===== src/rtl/irq_trig_pkg.sv =====
// Package: register offsets shared by the interrupt aggregator modules.
// Assumes byte addressing with one 32-bit word per register.
package irq_trig_pkg;
    localparam int OFS_ENABLE = 'h00;
    localparam int OFS_STATUS = 'h04;
    localparam int OFS_SMODE  = 'h08;
    localparam int OFS_SPOL   = 'h0C;
    localparam int OFS_OMODE  = 'h10;
    localparam int OFS_OPOL   = 'h14;
    localparam int OFS_FORCE  = 'h18;
endpackage


===== src/rtl/irq_src_detect.sv =====
// Module: synchronises each source line and flags a trigger event per source.
// Assumes {mode,pol}: 11 rising, 10 falling, 01 high level, 00 low level.
module irq_src_detect #(
    parameter int NSRC = 32
) (
    input  logic            clk,
    input  logic            rst_n,
    input  logic [NSRC-1:0] src_i,
    input  logic [NSRC-1:0] smode_i,
    input  logic [NSRC-1:0] spol_i,
    output logic [NSRC-1:0] evt_o
);
    logic [NSRC-1:0] meta_q, sync_q, prev_q;
    logic [NSRC-1:0] rise, fall, lvl;

    // Two-flop synchroniser plus one delayed copy for edge detection.
    always_ff @(posedge clk) begin
        if (!rst_n) begin
            meta_q <= '0;
            sync_q <= '0;
            prev_q <= '0;
        end else begin
            meta_q <= src_i;
            sync_q <= meta_q;
            prev_q <= sync_q;
        end
    end

    // Per-source event selection from the trigger encoding.
    always_comb begin
        rise  = sync_q & ~prev_q;
        fall  = ~sync_q & prev_q;
        lvl   = ~(sync_q ^ spol_i);
        evt_o = (smode_i & ((spol_i & rise) | (~spol_i & fall))) | (~smode_i & lvl);
    end

    AST_EDGE_NEEDS_CHANGE: assert property (@(posedge clk) disable iff (!rst_n)
        ((evt_o & smode_i & ~(sync_q ^ prev_q)) == '0));
endmodule


===== src/rtl/irq_regs.sv =====
// Module: register file and sticky status for the interrupt aggregator.
// Assumes a one-cycle write strobe and a combinational read of bus_addr.
module irq_regs #(
    parameter int NSRC   = 32,
    parameter int ADDR_W = 8
) (
    input  logic              clk,
    input  logic              rst_n,
    input  logic              bus_wr,
    input  logic [ADDR_W-1:0] bus_addr,
    input  logic [NSRC-1:0]   bus_wdata,
    output logic [NSRC-1:0]   bus_rdata,
    input  logic [NSRC-1:0]   evt_i,
    output logic [NSRC-1:0]   smode_o,
    output logic [NSRC-1:0]   spol_o,
    output logic [NSRC-1:0]   pend_o,
    output logic              omode_o,
    output logic              opol_o
);
    import irq_trig_pkg::*;

    logic [NSRC-1:0] en_q, status_q, smode_q, spol_q, omode_q, opol_q;
    logic [NSRC-1:0] clr_mask, frc_mask;
    logic            wr_en, wr_smode, wr_spol, wr_omode, wr_opol;

    // Address decode of the write strobe.
    always_comb begin
        wr_en    = bus_wr && (bus_addr == ADDR_W'(OFS_ENABLE));
        wr_smode = bus_wr && (bus_addr == ADDR_W'(OFS_SMODE));
        wr_spol  = bus_wr && (bus_addr == ADDR_W'(OFS_SPOL));
        wr_omode = bus_wr && (bus_addr == ADDR_W'(OFS_OMODE));
        wr_opol  = bus_wr && (bus_addr == ADDR_W'(OFS_OPOL));
        clr_mask = (bus_wr && (bus_addr == ADDR_W'(OFS_STATUS))) ? bus_wdata : '0;
        frc_mask = (bus_wr && (bus_addr == ADDR_W'(OFS_FORCE)))  ? bus_wdata : '0;
    end

    // Configuration registers.
    always_ff @(posedge clk) begin
        if (!rst_n) begin
            en_q    <= '0;
            smode_q <= '1;
            spol_q  <= '1;
            omode_q <= '0;
            opol_q  <= '0;
        end else begin
            if (wr_en)    en_q    <= bus_wdata;
            if (wr_smode) smode_q <= bus_wdata;
            if (wr_spol)  spol_q  <= bus_wdata;
            if (wr_omode) omode_q <= bus_wdata;
            if (wr_opol)  opol_q  <= bus_wdata;
        end
    end

    // Sticky status: events and forces set, write-1 clears, set wins.
    always_ff @(posedge clk) begin
        if (!rst_n) status_q <= '0;
        else        status_q <= (status_q & ~clr_mask) | evt_i | frc_mask;
    end

    // Combinational read mux; force and unmapped offsets read zero.
    always_comb begin
        case (bus_addr)
            ADDR_W'(OFS_ENABLE): bus_rdata = en_q;
            ADDR_W'(OFS_STATUS): bus_rdata = status_q;
            ADDR_W'(OFS_SMODE):  bus_rdata = smode_q;
            ADDR_W'(OFS_SPOL):   bus_rdata = spol_q;
            ADDR_W'(OFS_OMODE):  bus_rdata = omode_q;
            ADDR_W'(OFS_OPOL):   bus_rdata = opol_q;
            default:             bus_rdata = '0;
        endcase
    end

    assign smode_o = smode_q;
    assign spol_o  = spol_q;
    assign pend_o  = status_q & en_q;
    assign omode_o = omode_q[0];
    assign opol_o  = opol_q[0];

    AST_CLEAR_TAKES: assert property (@(posedge clk) disable iff (!rst_n)
        (bus_wr && bus_addr == ADDR_W'(OFS_STATUS)) |=> ((status_q & $past(bus_wdata) & ~$past(evt_i)) == '0));
    AST_EVENT_WINS: assert property (@(posedge clk) disable iff (!rst_n)
        1'b1 |=> ((status_q & $past(evt_i)) == $past(evt_i)));
    AST_STATUS_KEPT: assert property (@(posedge clk) disable iff (!rst_n)
        !(bus_wr && bus_addr == ADDR_W'(OFS_STATUS)) |=> ((status_q & $past(status_q)) == $past(status_q)));
    AST_FORCE_READS_ZERO: assert property (@(posedge clk) disable iff (!rst_n)
        (bus_addr == ADDR_W'(OFS_FORCE)) |-> (bus_rdata == '0));
    AST_UNMAPPED_ZERO: assert property (@(posedge clk) disable iff (!rst_n)
        (int'(bus_addr) > OFS_FORCE) |-> (bus_rdata == '0));
endmodule


===== src/rtl/irq_out_stage.sv =====
// Module: reduces enabled pending bits to one line, in level or pulse style.
// Assumes pend_i comes from registers; the line is registered once.
module irq_out_stage #(
    parameter int NSRC = 32
) (
    input  logic            clk,
    input  logic            rst_n,
    input  logic [NSRC-1:0] pend_i,
    input  logic            omode_i,
    input  logic            opol_i,
    output logic            irq_o
);
    logic any_req, any_q, act_q;

    assign any_req = |pend_i;

    // Register the request and shape it as level or one-cycle pulse.
    always_ff @(posedge clk) begin
        if (!rst_n) begin
            any_q <= 1'b0;
            act_q <= 1'b0;
        end else begin
            any_q <= any_req;
            act_q <= omode_i ? (any_req & ~any_q) : any_req;
        end
    end

    // Apply the programmed polarity: 1 active-high, 0 active-low.
    assign irq_o = ~(act_q ^ opol_i);

    AST_IDLE_NO_IRQ: assert property (@(posedge clk) disable iff (!rst_n)
        !any_req |=> !act_q);
    AST_PULSE_SINGLE: assert property (@(posedge clk) disable iff (!rst_n)
        (omode_i && act_q) |=> !act_q);
endmodule


===== src/rtl/irq_trig_ctrl.sv =====
// Module: top of the programmable-trigger interrupt aggregator.
// Assumes src_i is asynchronous; the bus is synchronous to clk.
module irq_trig_ctrl #(
    parameter int NSRC   = 32,
    parameter int ADDR_W = 8
) (
    input  logic              clk,
    input  logic              rst_n,
    input  logic [NSRC-1:0]   src_i,
    input  logic              bus_wr,
    input  logic [ADDR_W-1:0] bus_addr,
    input  logic [NSRC-1:0]   bus_wdata,
    output logic [NSRC-1:0]   bus_rdata,
    output logic              irq_o
);
    logic [NSRC-1:0] evt, smode, spol, pend;
    logic            omode, opol;

    irq_src_detect #(.NSRC(NSRC)) u_detect (
        .clk(clk), .rst_n(rst_n), .src_i(src_i),
        .smode_i(smode), .spol_i(spol), .evt_o(evt)
    );

    irq_regs #(.NSRC(NSRC), .ADDR_W(ADDR_W)) u_regs (
        .clk(clk), .rst_n(rst_n), .bus_wr(bus_wr), .bus_addr(bus_addr),
        .bus_wdata(bus_wdata), .bus_rdata(bus_rdata), .evt_i(evt),
        .smode_o(smode), .spol_o(spol), .pend_o(pend),
        .omode_o(omode), .opol_o(opol)
    );

    irq_out_stage #(.NSRC(NSRC)) u_out (
        .clk(clk), .rst_n(rst_n), .pend_i(pend),
        .omode_i(omode), .opol_i(opol), .irq_o(irq_o)
    );
endmodule


===== config.mk =====
export PLATFORM = sky130hd
export DESIGN_NAME = irq_trig_ctrl
export DESIGN_NICKNAME = d
export VERILOG_FILES = /design/src/rtl/irq_trig_pkg.sv /design/src/rtl/irq_src_detect.sv /design/src/rtl/irq_regs.sv /design/src/rtl/irq_out_stage.sv /design/src/rtl/irq_trig_ctrl.sv
export SDC_FILE = /design/constraint.sdc
export NUM_CORES = 1
export LEC_CHECK = 0
export BUFFER_PORTS_ARGS = -buffer_cell sky130_fd_sc_hd__buf_2
export CAP_MARGIN = 5
export CORE_AREA = 2 2 206 208
export CTS_CLUSTER_SIZE = 10
export DETAILED_ROUTE_END_ITERATION = 8
export DIE_AREA = 0 0 208 210
export GPL_TIMING_DRIVEN = 0
export MAX_ROUTING_LAYER = met4
export PLACE_DENSITY = 0.49
export SYNTH_ARGS = -nofsm -noshare
export SYNTH_HDL_FRONTEND = slang
export SYNTH_SLANG_ARGS = --single-unit

===== constraint.sdc =====
create_clock -name clk -period 2.8 [get_ports clk]
set_input_delay 0.28 -clock clk [delete_from_list [all_inputs] [get_ports clk]]
set_output_delay 0.28 -clock clk [all_outputs]
set_load 0.02 [all_outputs]

* Word level (Yosys, flattened, before mapping) *
Cells that the tools add are included.

storage, ports and cells
  register bits = 290
  output and inout port bits = 33
  logic and storage cells = 53
  memories = 0
  latch bits = 0
  input port bits = 75
  ROM bits = 0
  memory bits (writable) = 0

cells by class
  $mul = 0
  bitwise logic cells = 23
  mux-type cells = 4
  shifts and indexed selects = 0
  $add $sub $neg = 0
  $lt $le $gt $ge = 0
  equality and inequality tests = 6
  divide/modulo/power cells = 0
  reduce and logical (&&, ||, !) cells = 9

operators by type and width
  operator                                             count
  bitwise AND 32 bit                                   8
  NOT 32 bit                                           6
  one-hot mux 32 bit (6 select lines)                  1
  OR 32 bit                                            4
  two-way mux 32 bit                                   2
  OR reduction 32 bit                                  1
  XOR 32 bit                                           1
  equality test 8 x 5 -> 1 bit, second input constant  3
  equality test 8 x 4 -> 1 bit, second input constant  2
  equality test 8 x 3 -> 1 bit, second input constant  1
  logical NOT 8 bit                                    1
  logical AND 1 bit                                    7
  NOT 1 bit                                            2
  bitwise AND 1 bit                                    1
  two-way mux 1 bit                                    1
  XOR 1 bit                                            1

* Depth between registers and ports, before layout *
Gate-level depths: netlist of run 1.

  depth after elaboration = 8
  depth in mapped cells = 8
  gate-level depth less buffers = 4

* Hierarchy *
Synthesis of run 1 repeated with hierarchy kept, for this count alone.

second synthesis, totals
  cell total of the unflattened synthesis = 1377
  area total of the unflattened synthesis = 12184.2 µm²

by module, submodules not included
  module          area an instance (µm²)  cells each  sequential area each (µm²)  times used
  irq_regs        8603.3                  1030        3843.7                      1
  irq_src_detect  3444.6                  330         1921.8                      1
  irq_out_stage   136.4                   17          40.0                        1

* Worst setup path before layout of run 1 *
No wires, ideal clock.

  path type = input port to output port
  start = input bus_addr[7]
  end = output bus_rdata[18]
  buffers on the path = 1
  stages on the path = 4
  data arrival time = 1632 ps
  data required time = 2520 ps
  path slack = 888 ps
  path through = nor4_2 clkbuf_1 a32oi_1 o21ai_0

on the way
  longest elaborated chain between the ends = 2
  elaborated cells between the ends (all ways) = 7
  classes of those cells = eq/ne (5); mux (1); reduce/logical (1)

ends and longest elaborated chain
  what                                                        line                 RTL
  start: declaration                                          irq_trig_ctrl.sv:11  input logic [ADDR_W-1:0] bus_addr,
  equality test 8 x 5 -> 1 bit, or another cell as far along  irq_regs.sv:62       case (bus_addr)
  one-hot mux 32 bit (6 select lines) (*)                     irq_regs.sv:62
  end: declaration                                            irq_trig_ctrl.sv:13  output logic [NSRC-1:0] bus_rdata,

Every way passes the cells marked *; elsewhere a longest branch is shown, timed or not.

* Worst setup path in the final report of run 1 *
  start = input bus_addr[7]
  end = output bus_rdata[10]

The elaborated chain is that of the path after synthesis.

==> flow_results.xml, run 1 <==
<?xml version="1.0" encoding="UTF-8"?>
<metrics>
  <group name="drt">
    <metric name="drt-wirelength-per-cell" unit="um">21.7</metric>
    <metric name="initial_drc_count" unit="">812</metric>
    <metric name="routed_wirelength" unit="mm">45.2</metric>
    <metric name="route.detailed.vias_per_inst" unit="">4.97</metric>
    <metric name="dr_total_vias" unit="">10377</metric>
    <metric name="antenna_violating_nets_post_route" unit="">0</metric>
    <metric name="drt_pass1_iterations" unit="">5</metric>
    <metric name="post-route-drc-count" unit="">0</metric>
  </group>
  <group name="grt">
    <metric name="grt_met2_use" unit="">0.334</metric>
    <metric name="grt_pass1_vias" unit="">10149</metric>
    <metric name="grt_first_pass_wirelength" unit="mm">67.0</metric>
    <metric name="grt_util_all_layers" unit="">0.213</metric>
    <metric name="grt_start_max_net_pins" unit="">11</metric>
    <metric name="antenna_violations_before_repair" unit="">2</metric>
    <metric name="globalRouteMet1Util" unit="">0.270</metric>
    <metric name="m3_gr_usage" unit="">0.0475</metric>
    <metric name="grt_overflow" unit="">0</metric>
    <metric name="grt_most_used_layer" unit="">met2</metric>
  </group>
  <group name="placed_design">
    <metric name="numPlacedInstances" unit="">2003</metric>
    <metric name="io_buffers" unit="">103</metric>
    <metric name="finalWeightedCongestion" unit="">0.894</metric>
    <metric name="dp_hpwl" unit="mm">31.4</metric>
  </group>
  <group name="yosys">
    <metric name="synth-async-reset-ratio" unit="">0</metric>
    <metric name="ys.flop_type" unit="">sky130_fd_sc_hd__dfxtp_1</metric>
    <metric name="syn-num-nets" unit="">1436</metric>
    <metric name="ys_seq_area_frac" unit="">0.472</metric>
    <metric name="postSynthAreaPerCell" unit="sq um">9.04</metric>
    <metric name="synth_warnings" unit="">0</metric>
    <metric name="synthCells" unit="">1361</metric>
    <metric name="synth.ff_latch_count" unit="">290</metric>
    <metric name="synth-edff-count" unit="">0</metric>
    <metric name="syn-cell-area" unit="sq um">12300</metric>
    <metric name="synth.lib_cells_used.distinct" unit="">41</metric>
  </group>
  <group name="clocking">
    <metric name="cts-root-to-sink-buffers" unit="">3</metric>
    <metric name="clock_tree.htree_level_count" unit="">2</metric>
    <metric name="worst_skew_pair.late_latency" unit="ns">0.54</metric>
    <metric name="clk_root_buffer_cell" unit="">sky130_fd_sc_hd__clkbuf_16</metric>
    <metric name="clock_sink_count" unit="">290</metric>
    <metric name="worst_setup_hold_path_clk_slew" unit="ns">0.06</metric>
    <metric name="tritoncts" unit="">yes</metric>
    <metric name="cts_buffers" unit="">36</metric>
  </group>
  <group name="pwr">
    <metric name="powerDensity" unit="nW/um^2">612</metric>
    <metric name="design_power_total" unit="mW">9.10</metric>
    <metric name="vdd.ir_drop.worst" unit="uV">326</metric>
    <metric name="power.leakage" unit="nW">6.14</metric>
  </group>
  <group name="flow_run">
    <metric name="maxCapViolCount" unit="">0</metric>
  </group>
  <group name="die">
    <metric name="die_height" unit="um">210</metric>
    <metric name="rows" unit="">75</metric>
    <metric name="io-pin-count" unit="">108</metric>
    <metric name="core" unit="sq um">41500</metric>
    <metric name="floorplan.die.width" unit="um">208</metric>
    <metric name="start_util" unit="">0.297</metric>
    <metric name="design.die.area" unit="sq um">43700</metric>
  </group>
  <group name="final_layout">
    <metric name="layout.cells.most_common" unit="">sky130_fd_sc_hd__nand2_1</metric>
    <metric name="final_layout_size_suffix_gt1_frac" unit="">0.152</metric>
    <metric name="layout.cells.most_common_list" unit="">338 x sky130_fd_sc_hd__nand2_1, 290 x sky130_fd_sc_hd__dfxtp_1, 130 x sky130_fd_sc_hd__buf_2</metric>
    <metric name="area_growth" unit="%">20.9</metric>
    <metric name="num-nets-final" unit="">1609</metric>
    <metric name="final-instance-count-excl-fill" unit="">2088</metric>
    <metric name="seq_area" unit="sq um">5810</metric>
    <metric name="footprint_of_the_multi_input_gates" unit="sq um">6020</metric>
    <metric name="fillCellCount" unit="">4312</metric>
  </group>
  <group name="setup_path">
    <metric name="worst_ep_required_time" unit="ns">2.52</metric>
    <metric name="worstSetupEndpointType" unit="">primary output</metric>
    <metric name="setup.worst_path.class" unit="">in2out</metric>
    <metric name="path_max_fanout" unit="">10</metric>
    <metric name="ff2ff_setup_slack" unit="ns">1.22</metric>
    <metric name="timing.critical_path.from_type" unit="">primary input</metric>
    <metric name="crit_arrival" unit="ns">2.46</metric>
  </group>
  <group name="sta">
    <metric name="timing.clock.skew" unit="ns">0.0198</metric>
    <metric name="timing.slew.headroom" unit="">0.235</metric>
    <metric name="final-max-slew-violation-count" unit="">0</metric>
    <metric name="measured_slew_at_the_worst_slew_check_pin" unit="ns">1.15</metric>
    <metric name="fmax" unit="GHz">0.365</metric>
    <metric name="min_period_over_period" unit="">0.979</metric>
    <metric name="finalSetupViolations" unit="">0</metric>
    <metric name="rsz_0062_raised_after_global_routing" unit="">no</metric>
    <metric name="hold_violations" unit="">0</metric>
    <metric name="final_critical_path_required_period" unit="ns">2.74</metric>
  </group>
  <group name="outcome">
    <metric name="run_status" unit="">complete, no violations</metric>
  </group>
  <group name="worst_hold_path">
    <metric name="holdCritPathClass" unit="">in2reg</metric>
  </group>
</metrics>
==> power breakdown <==
part           internal [mW]  switching, mW
logic                  0.244          0.319
registers               4.22         0.0645
clock network           2.48           1.77
total                   6.94           2.16
==> path summary, 6_finish.rpt <==
kind,to,from,cells past startpoint
worst max-delay path,bus_rdata[10],bus_addr[7],8
worst min-delay path,u_regs.en_q[28],bus_wdata[28],3
worst max register to register,u_out.act_q,u_regs.status_q[16],4
worst min register to register,u_detect.sync_q[22],u_detect.meta_q[22],1
==> critical path, cell delays in order <==
cell and delay [ns]:
sky130_fd_sc_hd__buf_2 0.13, sky130_fd_sc_hd__or4_1 0.56, sky130_fd_sc_hd__buf_2 0.21, sky130_fd_sc_hd__nor3_4 0.50
sky130_fd_sc_hd__buf_6 0.28, sky130_fd_sc_hd__nand2_1 0.08, sky130_fd_sc_hd__o21ai_1 0.18, sky130_fd_sc_hd__buf_2 0.23
==> area by class of cell <==
type	instances	share of cell area
Tap cell	539	0.0453
Clock buffer	47	0.0675
Antenna cell	2	0.000336
Buffer	100	0.0336
Sequential cell	290	0.390
Multi-Input combinational cell	971	0.405
Timing Repair Buffer	135	0.0562
Clock inverter	4	0.00185
==> kinds of logic (layout without fill, tap and decap cells) <==
group	Yosys count	after routing	synth area share
simple gates	534	534	0.201
compound gates	326	326	0.187
flops	290	290	0.472
buf+inv	100	286	0.0401
xor+xnor	65	65	0.0463
mux	46	46	0.0533
other cells	0	2	0
==> per-stage QoR <==
stage | hold WS [ns] | setup WS (ns) | util | instance area, sq um | TNS, ns
2_1_floorplan | 0.404 | 0.888 | - | 12300 | 0
3_3_place_gp | 0.418 | -0.162 | 0.325 | 13500 | -0.292
3_5_place_dp | 0.417 | -0.155 | 0.325 | 13500 | -0.339
4_1_cts | 0.0338 | 0.0110 | 0.358 | 14800 | 0
5_1_grt | 0.0640 | 0.0159 | 0.359 | 14900 | 0
6_report | 0.0469 | 0.0597 | 0.359 | 14900 | 0
==> synth_stat cells, drive strengths merged, types with 14 or more instances <==
| cell | instances | area share |
|---|---|---|
| a21boi | 128 | 0.078 |
| a21o | 47 | 0.029 |
| a21oi | 32 | 0.013 |
| a22oi | 48 | 0.029 |
| and2 | 97 | 0.049 |
| buf | 48 | 0.024 |
| clkbuf | 52 | 0.016 |
| dfxtp | 290 | 0.47 |
| mux2 | 16 | 0.015 |
| mux2i | 16 | 0.013 |
| mux4 | 14 | 0.026 |
| nand2 | 338 | 0.10 |
| nand3 | 70 | 0.028 |
| o21a | 32 | 0.020 |
| o21ai | 19 | 0.0077 |
| o22ai | 15 | 0.0076 |
| xnor2 | 33 | 0.023 |
| xor2 | 32 | 0.023 |
==> state kept, by name, summed over array words and instances, names as in the netlist <==
| name | cells |
|---|---|
| u_detect.meta_q | 32 |
| u_detect.prev_q | 32 |
| u_detect.sync_q | 32 |
| u_regs.en_q | 32 |
| u_regs.omode_q | 32 |
| u_regs.opol_q | 32 |
| u_regs.smode_o | 32 |
| u_regs.spol_o | 32 |
| u_regs.status_q | 32 |
| u_out.act_q | 1 |
| u_out.any_q | 1 |
==> metal layers <==
| metal | up-vias | share of wire |
|---|---|---|
| met3 | 80 | 0.076 |
| met1 | 4955 | 0.44 |
| met5 | - | 0 |
| met4 | 0 | 0.032 |
| li1 | 4973 | - |
| met2 | 369 | 0.45 |
==> what timing repair did <==
| action | 4_1_cts | 5_1_grt |
|---|---|---|
| pin swaps | 0 | 0 |
| hold buffers | 32 | 0 |
| hold endpoints to repair | 32 | 0 |
| buffers inserted | 0 | 0 |
| endpoints found under the setup margin | 4 | 11 |
| resized for setup | 1 | 8 |
No activity file was read; power rests on OpenSTA's default activity.
==> run 2, diff against run 1 <==
--- a/config.mk
+++ b/config.mk
@@ -5,15 +5,17 @@
 export SDC_FILE = /design/constraint.sdc
 export NUM_CORES = 1
 export LEC_CHECK = 0
+export ABC_AREA = 1
 export BUFFER_PORTS_ARGS = -buffer_cell sky130_fd_sc_hd__buf_2
 export CAP_MARGIN = 5
-export CORE_AREA = 2 2 206 208
+export CORE_AREA = 2 2 205 207
+export CTS_CLUSTER_DIAMETER = 30
 export CTS_CLUSTER_SIZE = 10
 export DETAILED_ROUTE_END_ITERATION = 8
-export DIE_AREA = 0 0 208 210
+export DIE_AREA = 0 0 207 209
 export GPL_TIMING_DRIVEN = 0
 export MAX_ROUTING_LAYER = met4
-export PLACE_DENSITY = 0.49
+export PLACE_DENSITY = 0.48
 export SYNTH_ARGS = -nofsm -noshare
 export SYNTH_HDL_FRONTEND = slang
 export SYNTH_SLANG_ARGS = --single-unit
==> flow_results.xml, run 2 <==
<?xml version="1.0" encoding="UTF-8"?>
<metrics>
  <group name="outcome">
    <metric name="run_status" unit="">complete, no violations</metric>
  </group>
  <group name="setup_path">
    <metric name="worstRegToRegCells" unit="">8</metric>
    <metric name="crit_arrival" unit="ns">2.45</metric>
    <metric name="ff2ff_setup_slack" unit="ns">1.61</metric>
    <metric name="worst_ep_required_time" unit="ns">2.52</metric>
    <metric name="timing.critical_path.from_type" unit="">primary input</metric>
    <metric name="worstSetupEndpointType" unit="">primary output</metric>
    <metric name="crit_path_end" unit="">bus_rdata[10]</metric>
    <metric name="path_max_fanout" unit="">10</metric>
    <metric name="timing.rr.end" unit="">u_out.any_q</metric>
    <metric name="cp-startpoint" unit="">bus_addr[3]</metric>
    <metric name="setup.worst_path.class" unit="">in2out</metric>
    <metric name="r2r_start" unit="">u_regs.status_q[12]</metric>
  </group>
  <group name="final_layout">
    <metric name="layout.cells.most_common" unit="">sky130_fd_sc_hd__nand2_1</metric>
    <metric name="area_growth" unit="%">36.2</metric>
    <metric name="fin_area" unit="sq um">16500</metric>
    <metric name="fin_util" unit="">0.400</metric>
    <metric name="final_layout_size_suffix_gt1_frac" unit="">0.142</metric>
    <metric name="layout.cells.most_common_list" unit="">570 x sky130_fd_sc_hd__nand2_1, 290 x sky130_fd_sc_hd__dfxtp_1, 271 x sky130_fd_sc_hd__nor2_1</metric>
    <metric name="num-nets-final" unit="">2095</metric>
  </group>
  <group name="drt">
    <metric name="routed_wirelength" unit="mm">46.5</metric>
    <metric name="drt-wirelength-per-cell" unit="um">17.7</metric>
    <metric name="initial_drc_count" unit="">1032</metric>
    <metric name="dr_total_vias" unit="">12426</metric>
    <metric name="highest-signal-layer" unit="">met4</metric>
    <metric name="post-route-drc-count" unit="">0</metric>
    <metric name="antenna_violating_nets_post_route" unit="">0</metric>
    <metric name="drt_pass1_iterations" unit="">6</metric>
    <metric name="wirelength_met1" unit="mm">20.8</metric>
    <metric name="routed-wl-met2" unit="mm">21.0</metric>
    <metric name="wl_met3" unit="mm">3.11</metric>
    <metric name="route.detailed.vias_per_inst" unit="">4.74</metric>
  </group>
  <group name="die">
    <metric name="io-pin-count" unit="">108</metric>
    <metric name="rows" unit="">75</metric>
    <metric name="die_height" unit="um">209</metric>
    <metric name="design.die.area" unit="sq um">43300</metric>
    <metric name="start_util" unit="">0.294</metric>
    <metric name="core" unit="sq um">41300</metric>
    <metric name="floorplan.die.width" unit="um">207</metric>
  </group>
  <group name="clocking">
    <metric name="worst_setup_hold_path_clk_slew" unit="ns">0.04</metric>
    <metric name="cts-root-to-sink-buffers" unit="">3</metric>
    <metric name="clock_tree.htree_level_count" unit="">3</metric>
    <metric name="cts.repair_timing.setup_buffer_count" unit="">0</metric>
    <metric name="clock_sink_count" unit="">290</metric>
    <metric name="tritoncts" unit="">yes</metric>
    <metric name="worst_skew_pair.late_latency" unit="ns">0.58</metric>
    <metric name="clk_root_buffer_cell" unit="">sky130_fd_sc_hd__clkbuf_16</metric>
    <metric name="cts_buffers" unit="">74</metric>
  </group>
  <group name="sta">
    <metric name="timing.clock.skew" unit="ns">0.0170</metric>
    <metric name="timing.slew.headroom" unit="">0.203</metric>
    <metric name="finalSetupViolations" unit="">0</metric>
    <metric name="rsz_0062_raised_after_global_routing" unit="">no</metric>
    <metric name="measured_slew_at_the_worst_slew_check_pin" unit="ns">1.20</metric>
    <metric name="fin_setup_tns" unit="ns">0</metric>
    <metric name="final-max-slew-violation-count" unit="">0</metric>
    <metric name="min_period_over_period" unit="">0.976</metric>
    <metric name="fmax" unit="GHz">0.366</metric>
    <metric name="final_critical_path_required_period" unit="ns">2.73</metric>
    <metric name="hold_violations" unit="">0</metric>
  </group>
  <group name="placed_design">
    <metric name="io_buffers" unit="">105</metric>
    <metric name="dp_hpwl" unit="mm">31.4</metric>
    <metric name="finalWeightedCongestion" unit="">0.871</metric>
    <metric name="postPlaceCellArea" unit="sq um">13300</metric>
  </group>
  <group name="yosys">
    <metric name="synth_top_family_by_area" unit="">simple AND/OR/NAND/NOR gates</metric>
    <metric name="yosys.area_share.simple" unit="">0.362</metric>
    <metric name="synth-edff-count" unit="">0</metric>
    <metric name="ys_seq_area_frac" unit="">0.479</metric>
    <metric name="synthDominantCellAreaShare" unit="">0.479</metric>
    <metric name="synth-xor-area-share" unit="">0.000722</metric>
    <metric name="synth_fa_ha_area_frac" unit="">0</metric>
    <metric name="ys_top_cells_by_count" unit="">570 x sky130_fd_sc_hd__nand2_1, 290 x sky130_fd_sc_hd__dfxtp_1, 271 x sky130_fd_sc_hd__nor2_1</metric>
    <metric name="synth-compound-area-share" unit="">0.0793</metric>
    <metric name="post-synth-top-area-cell" unit="">sky130_fd_sc_hd__dfxtp_1</metric>
    <metric name="postSynthAreaPerCell" unit="sq um">6.73</metric>
    <metric name="ys.flop_type" unit="">sky130_fd_sc_hd__dfxtp_1</metric>
    <metric name="synth_warnings" unit="">0</metric>
    <metric name="synth-async-reset-ratio" unit="">0</metric>
    <metric name="synthMostInstantiatedCell" unit="">sky130_fd_sc_hd__nand2_1</metric>
    <metric name="synthMuxAreaShare" unit="">0</metric>
    <metric name="syn-num-nets" unit="">1877</metric>
    <metric name="synthCells" unit="">1802</metric>
    <metric name="syn-cell-area" unit="sq um">12100</metric>
    <metric name="synth.lib_cells_used.distinct" unit="">19</metric>
    <metric name="synth.ff_latch_count" unit="">290</metric>
    <metric name="synthTopCellsByArea" unit="">sky130_fd_sc_hd__dfxtp_1 48%, sky130_fd_sc_hd__nand2_1 18%, sky130_fd_sc_hd__nand3_1 9.4%, sky130_fd_sc_hd__nor2_1 8.4%, sky130_fd_sc_hd__inv_1 4.2%</metric>
  </group>
  <group name="grt">
    <metric name="grt_start_max_net_pins" unit="">12</metric>
    <metric name="antenna_violations_before_repair" unit="">3</metric>
    <metric name="grt_overflow" unit="">0</metric>
    <metric name="grt_util_all_layers" unit="">0.219</metric>
    <metric name="grt_pass1_vias" unit="">11900</metric>
    <metric name="grt_first_pass_wirelength" unit="mm">70.0</metric>
  </group>
  <group name="flow_run">
    <metric name="maxCapViolCount" unit="">0</metric>
  </group>
  <group name="worst_hold_path">
    <metric name="holdCritPathClass" unit="">in2reg</metric>
  </group>
  <group name="pwr">
    <metric name="vdd.ir_drop.worst" unit="uV">409</metric>
    <metric name="power.leakage" unit="nW">8.52</metric>
    <metric name="powerDensity" unit="nW/um^2">860</metric>
  </group>
</metrics>
run 2: critical path, stage by stage:
cell and delay (ns):
sky130_fd_sc_hd__buf_2 0.16, sky130_fd_sc_hd__nand2_1 0.08, sky130_fd_sc_hd__nor3_2 0.42, sky130_fd_sc_hd__clkbuf_1 0.82, sky130_fd_sc_hd__nand3_1 0.14, sky130_fd_sc_hd__nand2_1 0.13, sky130_fd_sc_hd__nor2_1 0.06, sky130_fd_sc_hd__nand3_1 0.16
sky130_fd_sc_hd__buf_2 0.21
run 2: layer usage:
layer | global-route usage | up-vias
met3 | 0.0367 | 87
met4 | 0.0901 | 0
met2 | 0.344 | 424
met5 | - | -
met1 | 0.281 | 5786
li1 | - | 6129
run 2: how the worst min path moves through the flow:
stage | depth (start not counted) | endpoint | from | slack, ns
global route | 3 | u_regs.smode_o[24] | bus_wdata[24] | 0.01
global placement | 2 | u_detect.sync_q[15] | u_detect.meta_q[15] | 0.39
finish | 3 | u_regs.smode_o[3] | bus_wdata[3] | 0.02
CTS | 3 | u_regs.spol_o[29] | bus_wdata[29] | 0.0007
floorplan | 2 | u_detect.meta_q[0] | src_i[0] | 0.38
detailed placement | 2 | u_detect.sync_q[12] | u_detect.meta_q[12] | 0.40
run 2: timing repair:
| item | CTS | global route |
|---|---|---|
| hold buffers | 37 | 0 |
| setup endpoints to repair | 10 | 2 |
| endpoints found under the hold margin | 39 | 0 |
| gates resized for setup | 1 | 5 |
run 2: power breakdown:
part | internal (mW) | switching (mW) | total [mW]
Combinational | 0.154 | 0.308 | 0.462
Clock | 6.72 | 2.74 | 9.46
Sequential | 4.23 | 0.0494 | 4.28
Total | 11.1 | 3.10 | 14.2
run 2: cell families after synthesis:
logic type,count (synthesis)
AO/OA/AOI/OAI,192
XOR/XNOR,1
buffers and inverters,238
flip-flops,290
AND/OR/NAND/NOR,1081
run 2: cell type report:
cell class | instances | area [sq um]
Antenna cell | 3 | 7.51
Buffer | 96 | 427
Clock buffer | 88 | 2020
Clock inverter | 46 | 791
Fill cell | 4324 | 24800
Inverter | 142 | 533
Multi-Input combinational cell | 1274 | 5360
Sequential cell | 290 | 5810
Tap cell | 539 | 674
Timing Repair Buffer | 142 | 896
run 2: metrics by stage:
step | hold WS, ns | std cells | setup slack, ns | total power, mW
after CTS | 0.000719 | 2617 | 0.0644 | 14.3
final | 0.0195 | 2620 | 0.0678 | 14.2
after detailed placement | 0.396 | 2446 | -0.0498 | 4.78
after global routing | 0.0103 | 2620 | 0.00496 | 14.6
after global placement | 0.393 | 2446 | -0.0675 | 4.77
after floorplan | 0.378 | 1802 | 1.21 | 4.54
==> run 3, diff against run 2 <==
--- a/config.mk
+++ b/config.mk
@@ -8,14 +8,15 @@
 export ABC_AREA = 1
 export BUFFER_PORTS_ARGS = -buffer_cell sky130_fd_sc_hd__buf_2
 export CAP_MARGIN = 5
-export CORE_AREA = 2 2 205 207
+export CORE_AREA = 2 2 210 212
 export CTS_CLUSTER_DIAMETER = 30
 export CTS_CLUSTER_SIZE = 10
 export DETAILED_ROUTE_END_ITERATION = 8
-export DIE_AREA = 0 0 207 209
+export DIE_AREA = 0 0 212 214
 export GPL_TIMING_DRIVEN = 0
 export MAX_ROUTING_LAYER = met4
-export PLACE_DENSITY = 0.48
+export PLACE_DENSITY = 0.49
 export SYNTH_ARGS = -nofsm -noshare
 export SYNTH_HDL_FRONTEND = slang
+export SYNTH_HIERARCHICAL = 1
 export SYNTH_SLANG_ARGS = --single-unit
==> flow_results.xml, run 3 <==
<?xml version="1.0" encoding="UTF-8"?>
<metrics>
  <group name="sta">
    <metric name="measured_slew_at_the_worst_slew_check_pin" unit="ns">1.02</metric>
    <metric name="finalSetupViolations" unit="">0</metric>
    <metric name="final_critical_path_required_period" unit="ns">2.72</metric>
    <metric name="hold_violations" unit="">0</metric>
    <metric name="fmax" unit="GHz">0.367</metric>
    <metric name="min_period_over_period" unit="">0.972</metric>
    <metric name="rsz_0062_raised_after_global_routing" unit="">no</metric>
    <metric name="timing.slew.headroom" unit="">0.318</metric>
    <metric name="fin_setup_tns" unit="ns">0</metric>
    <metric name="final-max-slew-violation-count" unit="">0</metric>
    <metric name="timing.clock.skew" unit="ns">0.0123</metric>
  </group>
  <group name="setup_path">
    <metric name="setup.worst_path.class" unit="">in2out</metric>
    <metric name="worstSetupEndpointType" unit="">primary output</metric>
    <metric name="worst_ep_required_time" unit="ns">2.52</metric>
    <metric name="timing.critical_path.from_type" unit="">primary input</metric>
    <metric name="crit_arrival" unit="ns">2.44</metric>
    <metric name="path_max_fanout" unit="">10</metric>
  </group>
  <group name="yosys">
    <metric name="synthDominantCellAreaShare" unit="">0.453</metric>
    <metric name="ys_top_cells_by_count" unit="">678 x sky130_fd_sc_hd__nand2_1, 290 x sky130_fd_sc_hd__dfxtp_1, 226 x sky130_fd_sc_hd__nand3_1</metric>
    <metric name="synthMostInstantiatedCell" unit="">sky130_fd_sc_hd__nand2_1</metric>
    <metric name="synth_fa_ha_area_frac" unit="">0</metric>
    <metric name="synth.ff_latch_count" unit="">290</metric>
    <metric name="synth-edff-count" unit="">0</metric>
    <metric name="synth-async-reset-ratio" unit="">0</metric>
    <metric name="synth-xor-area-share" unit="">0.000683</metric>
    <metric name="ys_seq_area_frac" unit="">0.453</metric>
    <metric name="yosys.area_share.simple" unit="">0.380</metric>
    <metric name="synthCells" unit="">1941</metric>
    <metric name="synthMuxAreaShare" unit="">0</metric>
    <metric name="ys.flop_type" unit="">sky130_fd_sc_hd__dfxtp_1</metric>
    <metric name="synth_warnings" unit="">6</metric>
    <metric name="postSynthAreaPerCell" unit="sq um">6.60</metric>
    <metric name="synthTopCellsByArea" unit="">sky130_fd_sc_hd__dfxtp_1 45%, sky130_fd_sc_hd__nand2_1 20%, sky130_fd_sc_hd__nand3_1 8.8%, sky130_fd_sc_hd__nor2_1 6.4%, sky130_fd_sc_hd__inv_1 5.6%</metric>
    <metric name="synth_top_family_by_area" unit="">simple AND/OR/NAND/NOR gates</metric>
    <metric name="syn-num-nets" unit="">2016</metric>
    <metric name="syn-cell-area" unit="sq um">12800</metric>
    <metric name="synth-compound-area-share" unit="">0.0625</metric>
    <metric name="synth.lib_cells_used.distinct" unit="">24</metric>
    <metric name="post-synth-top-area-cell" unit="">sky130_fd_sc_hd__dfxtp_1</metric>
  </group>
  <group name="pwr">
    <metric name="powerDensity" unit="nW/um^2">845</metric>
    <metric name="vdd.ir_drop.worst" unit="uV">371</metric>
    <metric name="design_power_total" unit="mW">14.8</metric>
    <metric name="power.leakage" unit="nW">9.08</metric>
  </group>
  <group name="die">
    <metric name="rows" unit="">76</metric>
    <metric name="start_util" unit="">0.299</metric>
    <metric name="design.die.area" unit="sq um">45400</metric>
    <metric name="core" unit="sq um">42900</metric>
    <metric name="io-pin-count" unit="">108</metric>
    <metric name="floorplan.die.width" unit="um">212</metric>
    <metric name="die_height" unit="um">214</metric>
  </group>
  <group name="outcome">
    <metric name="run_status" unit="">complete, no violations</metric>
  </group>
  <group name="drt">
    <metric name="initial_drc_count" unit="">983</metric>
    <metric name="drt_pass1_iterations" unit="">6</metric>
    <metric name="routed_wirelength" unit="mm">46.3</metric>
    <metric name="route.detailed.vias_per_inst" unit="">4.63</metric>
    <metric name="antenna_violating_nets_post_route" unit="">0</metric>
    <metric name="dr_total_vias" unit="">13099</metric>
    <metric name="post-route-drc-count" unit="">0</metric>
    <metric name="drt-wirelength-per-cell" unit="um">16.4</metric>
  </group>
  <group name="clocking">
    <metric name="cts_hold_bufs" unit="">42</metric>
    <metric name="tritoncts" unit="">yes</metric>
    <metric name="clock_sink_count" unit="">290</metric>
    <metric name="worst_skew_pair.late_latency" unit="ns">0.59</metric>
    <metric name="cts_buffers" unit="">84</metric>
    <metric name="cts.repair_timing.setup_buffer_count" unit="">0</metric>
    <metric name="worst_setup_hold_path_clk_slew" unit="ns">0.04</metric>
    <metric name="clock_tree.htree_level_count" unit="">3</metric>
    <metric name="cts_resized" unit="">0</metric>
    <metric name="clk_root_buffer_cell" unit="">sky130_fd_sc_hd__clkbuf_16</metric>
    <metric name="cts-root-to-sink-buffers" unit="">3</metric>
  </group>
  <group name="placed_design">
    <metric name="dp_hpwl" unit="mm">31.7</metric>
    <metric name="io_buffers" unit="">107</metric>
    <metric name="numPlacedInstances" unit="">2633</metric>
    <metric name="finalWeightedCongestion" unit="">0.847</metric>
  </group>
  <group name="final_layout">
    <metric name="num-nets-final" unit="">2251</metric>
    <metric name="footprint_of_the_multi_input_gates" unit="sq um">5680</metric>
    <metric name="layout.cells.most_common_list" unit="">678 x sky130_fd_sc_hd__nand2_1, 290 x sky130_fd_sc_hd__dfxtp_1, 226 x sky130_fd_sc_hd__nand3_1</metric>
    <metric name="area_growth" unit="%">36.7</metric>
    <metric name="final-instance-count-excl-fill" unit="">2829</metric>
    <metric name="fin_util" unit="">0.409</metric>
    <metric name="fillCellCount" unit="">4576</metric>
    <metric name="layout.cells.most_common" unit="">sky130_fd_sc_hd__nand2_1</metric>
    <metric name="seq_area" unit="sq um">5810</metric>
    <metric name="final_layout_size_suffix_gt1_frac" unit="">0.158</metric>
  </group>
  <group name="grt">
    <metric name="grt_pass1_vias" unit="">12476</metric>
    <metric name="grt_first_pass_wirelength" unit="mm">71.5</metric>
    <metric name="antenna_violations_before_repair" unit="">1</metric>
    <metric name="grt_overflow" unit="">0</metric>
    <metric name="grt_start_max_net_pins" unit="">12</metric>
    <metric name="grt_util_all_layers" unit="">0.213</metric>
  </group>
  <group name="worst_hold_path">
    <metric name="holdCritPathClass" unit="">in2reg</metric>
  </group>
  <group name="flow_run">
    <metric name="maxCapViolCount" unit="">0</metric>
  </group>
</metrics>
-- run 3: through the flow --
stage | worst slack (ns) | cell area, sq um | hold WS, ns
floorplan | 1.22 | 12800 | 0.373
global placement | 0.134 | 14100 | 0.395
detailed placement | 0.127 | 14100 | 0.400
CTS | 0.131 | 17500 | 0.000368
global route | 0.0526 | 17500 | 0.0298
finish | 0.0777 | 17500 | 0.0180
-- run 3: cells by family after synthesis --
family,after synthesis
AND/OR/NAND/NOR,1178
buffers and inverters,312
flip-flops,290
AO/OA/AOI/OAI,160
XOR/XNOR,1
-- run 3: critical path: stages --
cell and delay [ns]:
sky130_fd_sc_hd__buf_2 0.12, sky130_fd_sc_hd__nor3_2 0.66, sky130_fd_sc_hd__clkbuf_1 0.76, sky130_fd_sc_hd__nand3_1 0.15, sky130_fd_sc_hd__nand2_1 0.11, sky130_fd_sc_hd__nor2_1 0.05, sky130_fd_sc_hd__nand3_1 0.12, sky130_fd_sc_hd__buf_2 0.19
-- run 3: per-layer routing --
metal,GRT usage,wire [um]
met5,-,0
met3,0.0367,2790
met4,0.0843,1370
met2,0.332,21000
met1,0.274,21200
-- run 3: worst paths after layout --
| path | end | slack (ns) | from | depth (start not counted) |
|---|---|---|---|---|
| worst max-delay path | bus_rdata[11] | 0.08 | bus_addr[1] | 8 |
| worst min-delay path | u_regs/spol_o[16] | 0.02 | bus_wdata[16] | 3 |
| worst max register to register | u_out/act_q | 1.50 | u_regs/status_q[1] | 8 |
| worst min register to register | u_detect/sync_q[26] | 0.41 | u_detect/meta_q[26] | 2 |
-- run 3: where the power goes --
part	switching, mW	total [mW]	internal [mW]
clock	2.74	9.99	7.25
sequential	0.0501	4.28	4.23
combinational	0.359	0.541	0.182
total	3.15	14.8	11.7
-- run 3: cell type report --
| type | instances | share of cell area |
|---|---|---|
| multi-input cells | 1339 | 0.324 |
| flip-flops and latches | 290 | 0.331 |
| inverters | 204 | 0.0437 |
| plain buffers | 108 | 0.0323 |
| well taps | 585 | 0.0418 |
| repair buffers | 149 | 0.0545 |
| clock buffers | 113 | 0.140 |
| diodes | 1 | 0.000143 |
| clock inverters | 40 | 0.0322 |
